File: config.mk
export PLATFORM = sky130hd
export DESIGN_NAME = ext_bus_yield
export DESIGN_NICKNAME = d
export VERILOG_FILES = /design/src/rtl/ebr_pkg.sv /design/src/rtl/ebr_sync.sv /design/src/rtl/ebr_grant_core.sv /design/src/rtl/ebr_out_stage.sv /design/src/rtl/ext_bus_yield.sv
export SDC_FILE = /design/constraint.sdc
export NUM_CORES = 1
export LEC_CHECK = 0
export BUFFER_PORTS_ARGS = -buffer_cell sky130_fd_sc_hd__buf_2
export CELL_PAD_IN_SITES_DETAIL_PLACEMENT = 1
export CELL_PAD_IN_SITES_GLOBAL_PLACEMENT = 1
export CORE_AREA = 3 3 40 42
export DETAILED_ROUTE_END_ITERATION = 16
export DIE_AREA = 0 0 43 45
export PLACE_DENSITY_LB_ADDON = 0.3
export SETUP_SLACK_MARGIN = 0.1
export SLEW_MARGIN = 20
export SYNTH_ARGS = -nofsm -noshare
export SYNTH_HDL_FRONTEND = slang
export SYNTH_SLANG_ARGS = --single-unit
File: constraint.sdc
create_clock -name clk -period 2.5 [get_ports clk]
set_clock_uncertainty 0.15 [all_clocks]
set_input_delay 0.125 -clock clk [delete_from_list [all_inputs] [get_ports clk]]
set_output_delay 0.125 -clock clk [all_outputs]
set_load 0.01 [all_outputs]
File: src/rtl/ebr_pkg.sv
package ebr_pkg;
  typedef struct packed {
    logic grant;
    logic drv_en;
    logic halt;
    logic wait_bus;
  } ebr_out_t;

  localparam int unsigned EBR_MIN_SYNC = 2;
endpackage

File: src/rtl/ebr_sync.sv
module ebr_sync #(
  parameter int unsigned STAGES = 2
) (
  input  logic clk,
  input  logic d_i,
  output logic q_o
);
  localparam int unsigned LAST = STAGES - 1;

  logic [LAST:0] pipe_q;

  generate
    if (STAGES == 1) begin : g_single
      always_ff @(posedge clk) pipe_q <= d_i;
    end else begin : g_chain
      always_ff @(posedge clk) pipe_q <= {pipe_q[LAST-1:0], d_i};
    end
  endgenerate

  assign q_o = pipe_q[LAST];
endmodule

File: src/rtl/ebr_grant_core.sv
module ebr_grant_core (
  input  logic clk,
  input  logic rst,
  input  logic req_s_i,
  input  logic xfer_active_i,
  output logic grant_d_o,
  output logic grant_q_o
);
  logic grant_q;

  // grant may only be taken when the bus is idle; once held it is kept
  // while the request stays up. In reset no access can be running.
  assign grant_d_o = req_s_i && (rst || grant_q || !xfer_active_i);

  always_ff @(posedge clk) grant_q <= grant_d_o;

  assign grant_q_o = grant_q;

  AST_NO_GRANT_MID_XFER: assert property (@(posedge clk) disable iff (rst)
    (!grant_q && xfer_active_i) |=> !grant_q_o);

  AST_GRANT_WHEN_IDLE: assert property (@(posedge clk) disable iff (rst)
    (req_s_i && !xfer_active_i) |=> grant_q_o);
endmodule

File: src/rtl/ebr_out_stage.sv
module ebr_out_stage
  import ebr_pkg::*;
(
  input  logic     clk,
  input  logic     rst,
  input  logic     grant_d_i,
  input  logic     go_mode_i,
  input  logic     xfer_pending_i,
  output ebr_out_t out_o
);
  logic drv_q, halt_q, wait_q;

  always_ff @(posedge clk) begin
    drv_q  <= !grant_d_i;
    halt_q <= grant_d_i && (rst || !go_mode_i || xfer_pending_i);
    wait_q <= grant_d_i && xfer_pending_i && !rst;
  end

  always_comb begin
    out_o          = '0;
    out_o.drv_en   = drv_q;
    out_o.halt     = halt_q;
    out_o.wait_bus = wait_q;
  end

  AST_RUN_ON_NO_HALT: assert property (@(posedge clk) disable iff (rst)
    (grant_d_i && go_mode_i && !xfer_pending_i) |=> !out_o.halt);

  AST_WAIT_RAISE: assert property (@(posedge clk) disable iff (rst)
    (grant_d_i && xfer_pending_i) |=> out_o.wait_bus);
endmodule

File: src/rtl/ext_bus_yield.sv
module ext_bus_yield
  import ebr_pkg::*;
#(
  parameter int unsigned SYNC_STAGES = 2
) (
  input  logic clk,
  input  logic rst,
  input  logic bus_req_i,
  input  logic xfer_active_i,
  input  logic xfer_pending_i,
  input  logic go_mode_i,
  output logic grant_o,
  output logic drv_en_o,
  output logic core_halt_o,
  output logic wait_bus_o
);
  localparam int unsigned STAGES_EFF =
    (SYNC_STAGES < EBR_MIN_SYNC) ? EBR_MIN_SYNC : SYNC_STAGES;

  logic     req_s;
  logic     grant_d, grant_q;
  ebr_out_t outs;

  ebr_sync #(.STAGES(STAGES_EFF)) i_sync (
    .clk (clk),
    .d_i (bus_req_i),
    .q_o (req_s)
  );

  ebr_grant_core i_core (
    .clk           (clk),
    .rst           (rst),
    .req_s_i       (req_s),
    .xfer_active_i (xfer_active_i),
    .grant_d_o     (grant_d),
    .grant_q_o     (grant_q)
  );

  ebr_out_stage i_out (
    .clk            (clk),
    .rst            (rst),
    .grant_d_i      (grant_d),
    .go_mode_i      (go_mode_i),
    .xfer_pending_i (xfer_pending_i),
    .out_o          (outs)
  );

  assign grant_o     = grant_q;
  assign drv_en_o    = outs.drv_en;
  assign core_halt_o = outs.halt;
  assign wait_bus_o  = outs.wait_bus;

  AST_DRV_OFF_IN_GRANT: assert property (@(posedge clk) disable iff (rst)
    grant_o |-> !drv_en_o);

  AST_RELEASE: assert property (@(posedge clk) disable iff (rst)
    (grant_o && !req_s) |=> (!grant_o && drv_en_o && !core_halt_o));

  AST_WAIT_NEEDS_GRANT: assert property (@(posedge clk) disable iff (rst)
    wait_bus_o |-> grant_o);
endmodule

Yosys cells after proc, flatten, opt, wreduce, memory -nomap -nowiden
Cells that the tools add are included.
{"block": "totals", "register_bits": 6, "input_bits": 6, "output_inout_bits": 4, "wordCells": 17}
{"block": "classes", "n_reduce_logical": 12}
{"op": "1-bit logical AND", "n": 4}
{"op": "1-bit zero test", "n": 4}
{"op": "1-bit logical OR", "n": 4}

Depth between registers and ports, before layout
Gate-level depths: netlist of the first run.
{"block": "logic_depth", "word_depth": 5, "depth_mapped": 3, "ltp_nobuf": 3}

Hierarchy
From an unflattened synthesis of the first run, not the netlist that was laid out.
{"block": "unflattened", "hier_cells": 18, "area_unflattened_um2": 185.2}
{"module": "ebr_out_stage", "instances": 1, "cells_each": 13, "area_each_um2": 113.9, "seq_area_each_um2": 60.1}
{"module": "ebr_sync", "instances": 1, "cells_each": 2, "area_each_um2": 40.0, "seq_area_each_um2": 40.0}
{"module": "ebr_grant_core", "instances": 1, "cells_each": 3, "area_each_um2": 31.3, "seq_area_each_um2": 20.0}

Least setup slack after synthesis of the first run
No wires, ideal clock.
{"block": "synth_timing", "kind": "register -> register", "startpoint": "register i_core.grant_q (netlist: i_core.grant_q_o)", "endpoint": "register i_core.grant_q (netlist: i_core.grant_q_o)", "setup_time_ns": 0.112, "arrival_time_ns": 0.665, "required_time_ns": 2.238, "slack_ns": 1.573, "path_stages_with_launch": 4, "n_path_buf": 0, "synth_period_minus_slack_ns": 0.927, "path_cell_list": "dfxtp_1 nand2b_1 o21ai_2 inv_2"}
{"block": "synth_via", "elab_chain_cells": 3}
{"item": "from (decl)", "line": "ebr_grant_core.sv:9", "text": "logic grant_q;"}
{"item": "from (signal assigned)", "line": "ebr_grant_core.sv:15", "text": "always_ff @(posedge clk) grant_q <= grant_d_o;"}
{"item": "1-bit logical OR (2 in series)", "line": "ebr_grant_core.sv:13", "text": "assign grant_d_o = req_s_i && (rst || grant_q || !xfer_active_i);"}
{"item": "1-bit logical AND", "line": "ebr_grant_core.sv:13"}
{"item": "named net grant_d", "line": "ext_bus_yield.sv:21", "text": "logic grant_d, grant_q;"}
The timed path passes the listed nets, and every way through them passes these cells.

Worst setup path in the final report of the first run
{"block": "layout_timing", "startpoint": "input rst", "endpoint": "register i_out.wait_q"}
{"block": "layout_via", "elab_chain_cells": 5, "word_cells_on_any_way": 6, "classes_between": "6 x reduce/logical"}
{"item": "from (decl)", "line": "ext_bus_yield.sv:7", "text": "input logic rst,"}
{"item": "1-bit logical OR (2 in series)", "line": "ebr_grant_core.sv:13"}
{"item": "1-bit logical AND", "line": "ebr_grant_core.sv:13"}
{"item": "1-bit logical AND", "line": "ebr_out_stage.sv:16", "text": "wait_q <= grant_d_i && xfer_pending_i && !rst;"}
{"item": "1-bit logical AND *", "line": "ebr_out_stage.sv:16"}
{"item": "to (signal assigned)", "line": "ebr_out_stage.sv:16"}
{"item": "to (decl)", "line": "ebr_out_stage.sv:11", "text": "logic drv_q, halt_q, wait_q;"}
Every way passes the cells marked *; elsewhere a longest branch is shown, timed or not.

==> results of run 1 <==
[cells in the mapped netlist]
cell	instances
nand2_1	1
inv_2	1
dfxtp_1	6
o21ai_2	1
o21a_1	1
inv_1	1
nor3_1	1
nand2b_1	1
a21oi_1	1
nor2b_4	1
[power by group through the flow]
stage               clock, mW  combinational (mW)  sequential, mW
floorplan                   0             0.00652           0.108
global placement            0              0.0180           0.106
detailed placement          0              0.0182           0.106
CTS                    0.0941              0.0215           0.105
global route            0.101              0.0237           0.105
finish                 0.0878              0.0210           0.105
[per-layer routing]
layer,wire (um),part of all wire [%],GRT usage (%),vias up
li1,-,-,-,77
met2,122,33,6.29,11
met3,79,22,6.37,5
met5,0,0,0,-
met1,137,37,4.84,72
met4,27,7.4,9.04,0
[tightest hold or removal path, stage by stage]
cell and delay (ns):
buf_2 0.10, nand2b_1 0.07, o21ai_2 0.06
[cell families (layout without fill, tap and decap cells)]
logic type             after synthesis  in the layout  synth area share [%]
AOI/OAI and AO/OA                    3              3                  12.0
buffers and inverters                2             17                  4.22
DFF                                  6              6                  67.6
and+or+nand+nor                      4              4                  16.2
[registers in the layout, summed over array words and instances (netlist names)]
signal	flops
i_sync.pipe_q	2
i_out.halt_q	1
i_core.grant_q_o	1
i_out.drv_q	1
i_out.wait_q	1
[worst max path at each step]
stage                           startpoint               end  slack, ns  cells past startpoint
after floorplan           i_core.grant_q_o  i_core.grant_q_o       1.57                      3
final                                  rst      i_out.wait_q       1.02                      4
after CTS                              rst      i_out.wait_q       1.02                      4
after detailed placement  i_core.grant_q_o  i_core.grant_q_o       1.58                      3
after global placement    i_core.grant_q_o  i_core.grant_q_o       1.58                      3
after global routing                   rst      i_out.wait_q       0.92                      4
[through the flow]
step,instance area (um^2),setup slack (ns),hold WS (ns),cells
4_1_cts,294,1.02,0.0258,45
3_3_place_gp,241,1.58,0.0779,39
3_5_place_dp,241,1.58,0.0794,39
5_1_grt,294,0.920,0.0369,45
6_report,294,1.02,0.0287,45
2_1_floorplan,178,1.57,0.00272,15
[what timing repair did]
| action | CTS | global route |
|---|---|---|
| buffers inserted | 0 | 0 |
| endpoints found under the hold margin | 5 | 0 |
| hold buffers | 3 | 0 |
[final cells by class]
class / count / area (um^2) / area share (%)
timing repair buffer: 12 / 75.1 / 25.5
clock buffer: 3 / 22.5 / 7.66
sequential: 6 / 120 / 40.9
tap: 15 / 18.8 / 6.38
inverter: 2 / 7.51 / 2.55
multi-input combinational: 7 / 50.0 / 17.0
[cell usage in the layout, fill, tap and decap left out, drive strengths merged]
master / n
a21oi: 1
buf: 9
clkbuf: 3
dfxtp: 6
dlygate4sd3: 3
inv: 2
nand2: 1
nand2b: 1
nor2b: 1
nor3: 1
o21a: 1
o21ai: 1
==> flow_summary_export.csv, run 1 <==
group,metric,value,unit
pwr,switching_power,0.0451,mW
hold_path,whs_path_depth,3,
floorplanning,core,0.00128,mm^2
floorplanning,die_area,0.00194,mm^2
worst_setup_path,cp_slowest_stage_delay,0.56,ns
sta,rsz0062_at_grt,"no",
synth,synth.largest_area_cell,"dfxtp_1",
grt,grt_max_degree,4,
cells_and_area,num-fill-cells,156,
sta,worst_pin_slew,0.129,ns
clocking,numCtsBuffers,3,
route,drt-total-wl,366,um
grt,grt_pass1_vias,163,
pwr,vdd_drop_max,0.229,mV
sta,final-setup-viol-count,0,
synth,synth_area_per_cell,11.8,um^2
worst_setup_path,crit_type,"in2reg",
pwr,leakage,0.145,nW
grt,grt_pass1_wl,683,um
clocking,clk_pin_slew,0.04,ns
clocking,cts_buffer_depth,2,
clocking,clock_latency,0.24,ns
cells_and_area,drive_gt1_share,50.0,%
sta,relSlewSlack,91.3,%
pwr,power_per_cell_area,726,mW/mm^2
worst_setup_path,endpoint_kind,"register",
worst_setup_path,critPathBufInv,3,
worst_setup_path,path_max_fanout,3,
synth,syn_inst,15,
clocking,cts-resized-gates,0,
hold_path,worstHoldEndpoint,"i_out.drv_q",
worst_setup_path,r2r-end,"i_out.wait_q",
clocking,clockRootBuffer,"clkbuf_4",
worst_setup_path,cp_data_required_time,2.54,ns
worst_setup_path,critical-path-top-delay-family,"buffers and inverters",
pwr,pwr-share-clk,41.1,%
worst_setup_path,crit_arrival,1.52,ns
route,routedWlPerCell,8.13,um
outcome,status,"completed",
synth,synth_area_leaders,"dfxtp_1 68%, nor2b_4 7.7%, o21ai_2 4.9%",
worst_setup_path,path_cells,"dlygate4sd3_1 > buf_2 > nor3_1 > dlygate4sd3_1",
synth,synth_top_area_share,67.6,%
pwr,finalPower,0.213,mW
place,io_buffers,9,
synth,synth_nets,21,
synth,synth.distinct_cells,10,
job,maxCapViolCount,0,
clocking,clock-sinks,6,
worst_setup_path,critPathSlowestCell,"dlygate4sd3_1",
floorplanning,io_pins,10,
route,route.detailed.drc,0,
sta,hold_violations,0,
synth,yosysWarnings,0,
synth,ys_seq_elements,6,
grt,grtUsageTotal,6.01,%
place,routabilityCongestion,0.627,
sta,period_needed,1.48,ns
sta,tns,0,ns
worst_setup_path,regToRegStartpoint,"i_core.grant_q_o",
floorplanning,num_rows,13,
cells_and_area,utilization,22.9,%
pwr,p_int,0.168,mW
floorplanning,die_w,43,um
synth,syn_area,178,um^2
cells_and_area,nNetsFinal,38,
pwr,power_frac_comb,9.8,%
clocking,cts_tree,"built",
synth,yosysSeqAreaShare,67.6,%
route,drt_iter0_markers,2,
cells_and_area,n_antenna_cell,0,
sta,fmax,0.677,GHz
floorplanning,die_h,45,um
floorplanning,initial_utilization,13.8,%
sta,finalMaxSlewViolations,0,
grt,grt_overflow,0,
grt,antenna_found_initial,0,
sta,period_share,59.1,%
cells_and_area,synthToLayoutAreaGrowth,65.5,%
worst_setup_path,r2r_cells,3,
pwr,p_seq_share,49.0,%
worst_setup_path,crit_top_cell,"dlygate4sd3_1",
clocking,htreeDepth,1,
hold_path,hold_path.startpoint,"xfer_active_i",
worst_setup_path,worst-r2r-setup-slack,1.17,ns
route,first_pass_iters,3,
hold_path,hold_path.class,"in2reg",
route,drt.antenna.violating_nets,0,
worst_setup_path,start_kind,"input port",
route,via_count,165,
pwr,swShare,21.1,%
route,viasPerCell,3.67,
Power figures use the tool's default switching activity.
==> inputs of run 2 (changes only) <==
ABC_AREA = 1   (was unset)
clock period = 1.3 ns   (was 2.5 ns; I/O delays follow)
==> run 2 against run 1 <==
Effect of this change:
- non-clock buffer count increased by 2
- global-route usage is 0.16 points lower
- largest power group unchanged
- largest cell class unchanged
- routed wire length grew 9.6%
- highest routed layer is now met3
- critical path depth up 2
- sequential share of layout area is 0.34 points lower
- die area is the same
- critical path type unchanged
- first-iteration DRC count down 50%
- worst setup slack got worse by 0.75 ns
- flip-flop and latch count unchanged
- clock-buffer cell count did not move
- clock power is 85% higher
==> flow_summary_export.csv, run 2 <==
group,metric,value,unit
outcome,status,"completed",
route,via_count,161,
floorplanning,core,0.00128,mm^2
job,maxCapViolCount,0,
worst_setup_path,cp_data_required_time,1.28,ns
route,route.detailed.drc,0,
cells_and_area,largest_reg_flops,2,
synth,synth_area_leaders,"dfxtp_1 75%, nor2_1 9.4%, nand2_1 7.0%",
route,drt_iter0_markers,1,
route,first_pass_iters,2,
sta,rsz0062_at_grt,"no",
sta,fmax,0.976,GHz
sta,layout_setup_ws,0.276,ns
place,placed_area,224,um^2
worst_setup_path,r2r_cells,4,
floorplanning,initial_utilization,12.5,%
cells_and_area,top_register,"i_sync.pipe_q",
sta,hold_violations,0,
synth,yosysMostFrequentCell,"dfxtp_1",
synth,synth_nets,22,
worst_setup_path,cp_slowest_stage_delay,0.53,ns
clocking,clock-sinks,6,
synth,yosysSeqAreaShare,75.0,%
place,io_buffers,9,
synth,synth.largest_area_cell,"dfxtp_1",
clocking,clock_latency,0.23,ns
place,routabilityCongestion,0.723,
clocking,htreeDepth,1,
synth,synth.distinct_cells,5,
synth,syn_inst,16,
sta,period_needed,1.02,ns
floorplanning,num_rows,13,
cells_and_area,nNetsFinal,41,
pwr,vdd_drop_max,0.664,mV
route,routedWlPerCell,8.35,um
synth,yosys.area_share.simple,20.3,%
route,drt.antenna.violating_nets,0,
worst_setup_path,crit_type,"in2reg",
clocking,post_cts_buffers,0,
pwr,power_per_cell_area,1360,mW/mm^2
synth,synth_compound_area_share,0,%
hold_path,whs_path_depth,0,
route,drt-total-wl,401,um
worst_setup_path,crit_arrival,1.00,ns
clocking,clockRootBuffer,"clkbuf_4",
cells_and_area,utilization,23.1,%
sta,hold-worst-slack,0.180,ns
synth,synth_top_family_by_area,"simple AND/OR/NAND/NOR gates",
sta,tns,0,ns
clocking,numCtsBuffers,3,
cells_and_area,fin_area,297,um^2
synth,synth_area_per_cell,10.0,um^2
synth,synthAdderAreaFrac,0,%
grt,grt_pass1_vias,195,
grt,antenna_found_initial,0,
worst_setup_path,critPathSlowestCell,"dlygate4sd3_1",
grt,grt_pass1_wl,745,um
sta,period_share,78.8,%
cells_and_area,n_antenna_cell,0,
sta,finalMaxSlewViolations,0,
grt,grtUsageTotal,5.84,%
synth,ys_seq_elements,6,
synth,syn_area,160,um^2
grt,grt_max_degree,5,
clocking,clk_pin_slew,0.04,ns
floorplanning,die_w,43,um
synth,synth-edff-count,0,
grt,grt_overflow,0,
sta,worst_pin_slew,0.0824,ns
worst_setup_path,path_cells,"dlygate4sd3_1 > buf_2 > nor2_1 > nand2_1 > nand2_2 > inv_1",
clocking,cts_buffer_depth,2,
synth,synth.mux.area_fraction,0,%
worst_setup_path,endpoint_kind,"register",
pwr,leakage,0.151,nW
hold_path,hold_path.class,"reg2reg",
synth,ys.flop_type,"dfxtp_1",
route,viasPerCell,3.35,
synth,synthTopCellsByCount,"6 x dfxtp_1, 4 x nor2_1, 3 x nand2_1, 2 x inv_1, 1 x nand2_2",
cells_and_area,final_common_cell,"buf_2",
cells_and_area,layout_common_cells,"9 x buf_2, 6 x dfxtp_1, 5 x dlygate4sd3_1",
worst_setup_path,start_kind,"input port",
clocking,cts_tree,"built",
cells_and_area,drive_gt1_share,39.4,%
sta,relSlewSlack,94.5,%
worst_setup_path,path_max_fanout,4,
floorplanning,die_area,0.00194,mm^2
cells_and_area,synthToLayoutAreaGrowth,85.2,%
place,pre_cts_ws,0.480,ns
cells_and_area,num-fill-cells,159,
floorplanning,die_h,45,um
synth,synth_top_area_share,75.0,%
synth,synth_xor_area_share,0,%
sta,final-setup-viol-count,0,
synth,yosysWarnings,0,
floorplanning,io_pins,10,
synth,async_reset_ff_share,0,%
## run 2: timing repair
action	4_1_cts	5_1_grt
hold endpoints to repair	5	0
endpoints found under the setup margin	0	0
resized for setup	0	0
hold buffers	5	0
## run 2: worst paths after layout
kind | from | endpoint | slack, ns
setup reg to reg | i_core.grant_q_o | i_core.grant_q_o | 0.48
setup / recovery | rst | i_core.grant_q_o | 0.28
hold reg to reg | i_sync.pipe_q[0] | i_sync.pipe_q[1] | 0.18
hold / removal | i_sync.pipe_q[0] | i_sync.pipe_q[1] | 0.18
## run 2: area by class of cell
class	count	area [um^2]	area share [%]
Clock buffer	3	22.5	7.59
Inverter	2	7.51	2.53
Multi-Input combinational cell	8	32.5	11.0
Sequential cell	6	120	40.5
Tap cell	15	18.8	6.33
Timing Repair Buffer	14	95.1	32.1
## run 2: power by group
group | switching (mW) | internal (mW) | total (mW)
sequential | 0.00337 | 0.196 | 0.200
combinational | 0.0175 | 0.0238 | 0.0414
clock | 0.0585 | 0.104 | 0.162
## run 2: logic make-up (layout without fill, tap and decap cells)
family | after synthesis | after routing
buf+inv | 2 | 19
flops | 6 | 6
simple gates | 8 | 8
## run 2: worst max-delay path: cells and delay by family
family / cells / cell delay [ns]
buf+inv: 3 / 0.70
simple gates: 3 / 0.23
## run 2: stage by stage
stage,instances,total power [mW]
after floorplan,16,0.215
after CTS,48,0.417
after global routing,48,0.438
final,48,0.403
after detailed placement,40,0.233
after global placement,40,0.231
## run 2: layer usage
metal | vias to the layer above | global-route usage [%] | wire [um]
li1 | 82 | - | -
met2 | 12 | 8.68 | 153
met5 | - | 0 | 0
met3 | 0 | 5.98 | 61
met4 | 0 | 1.81 | 0
met1 | 67 | 5.58 | 185
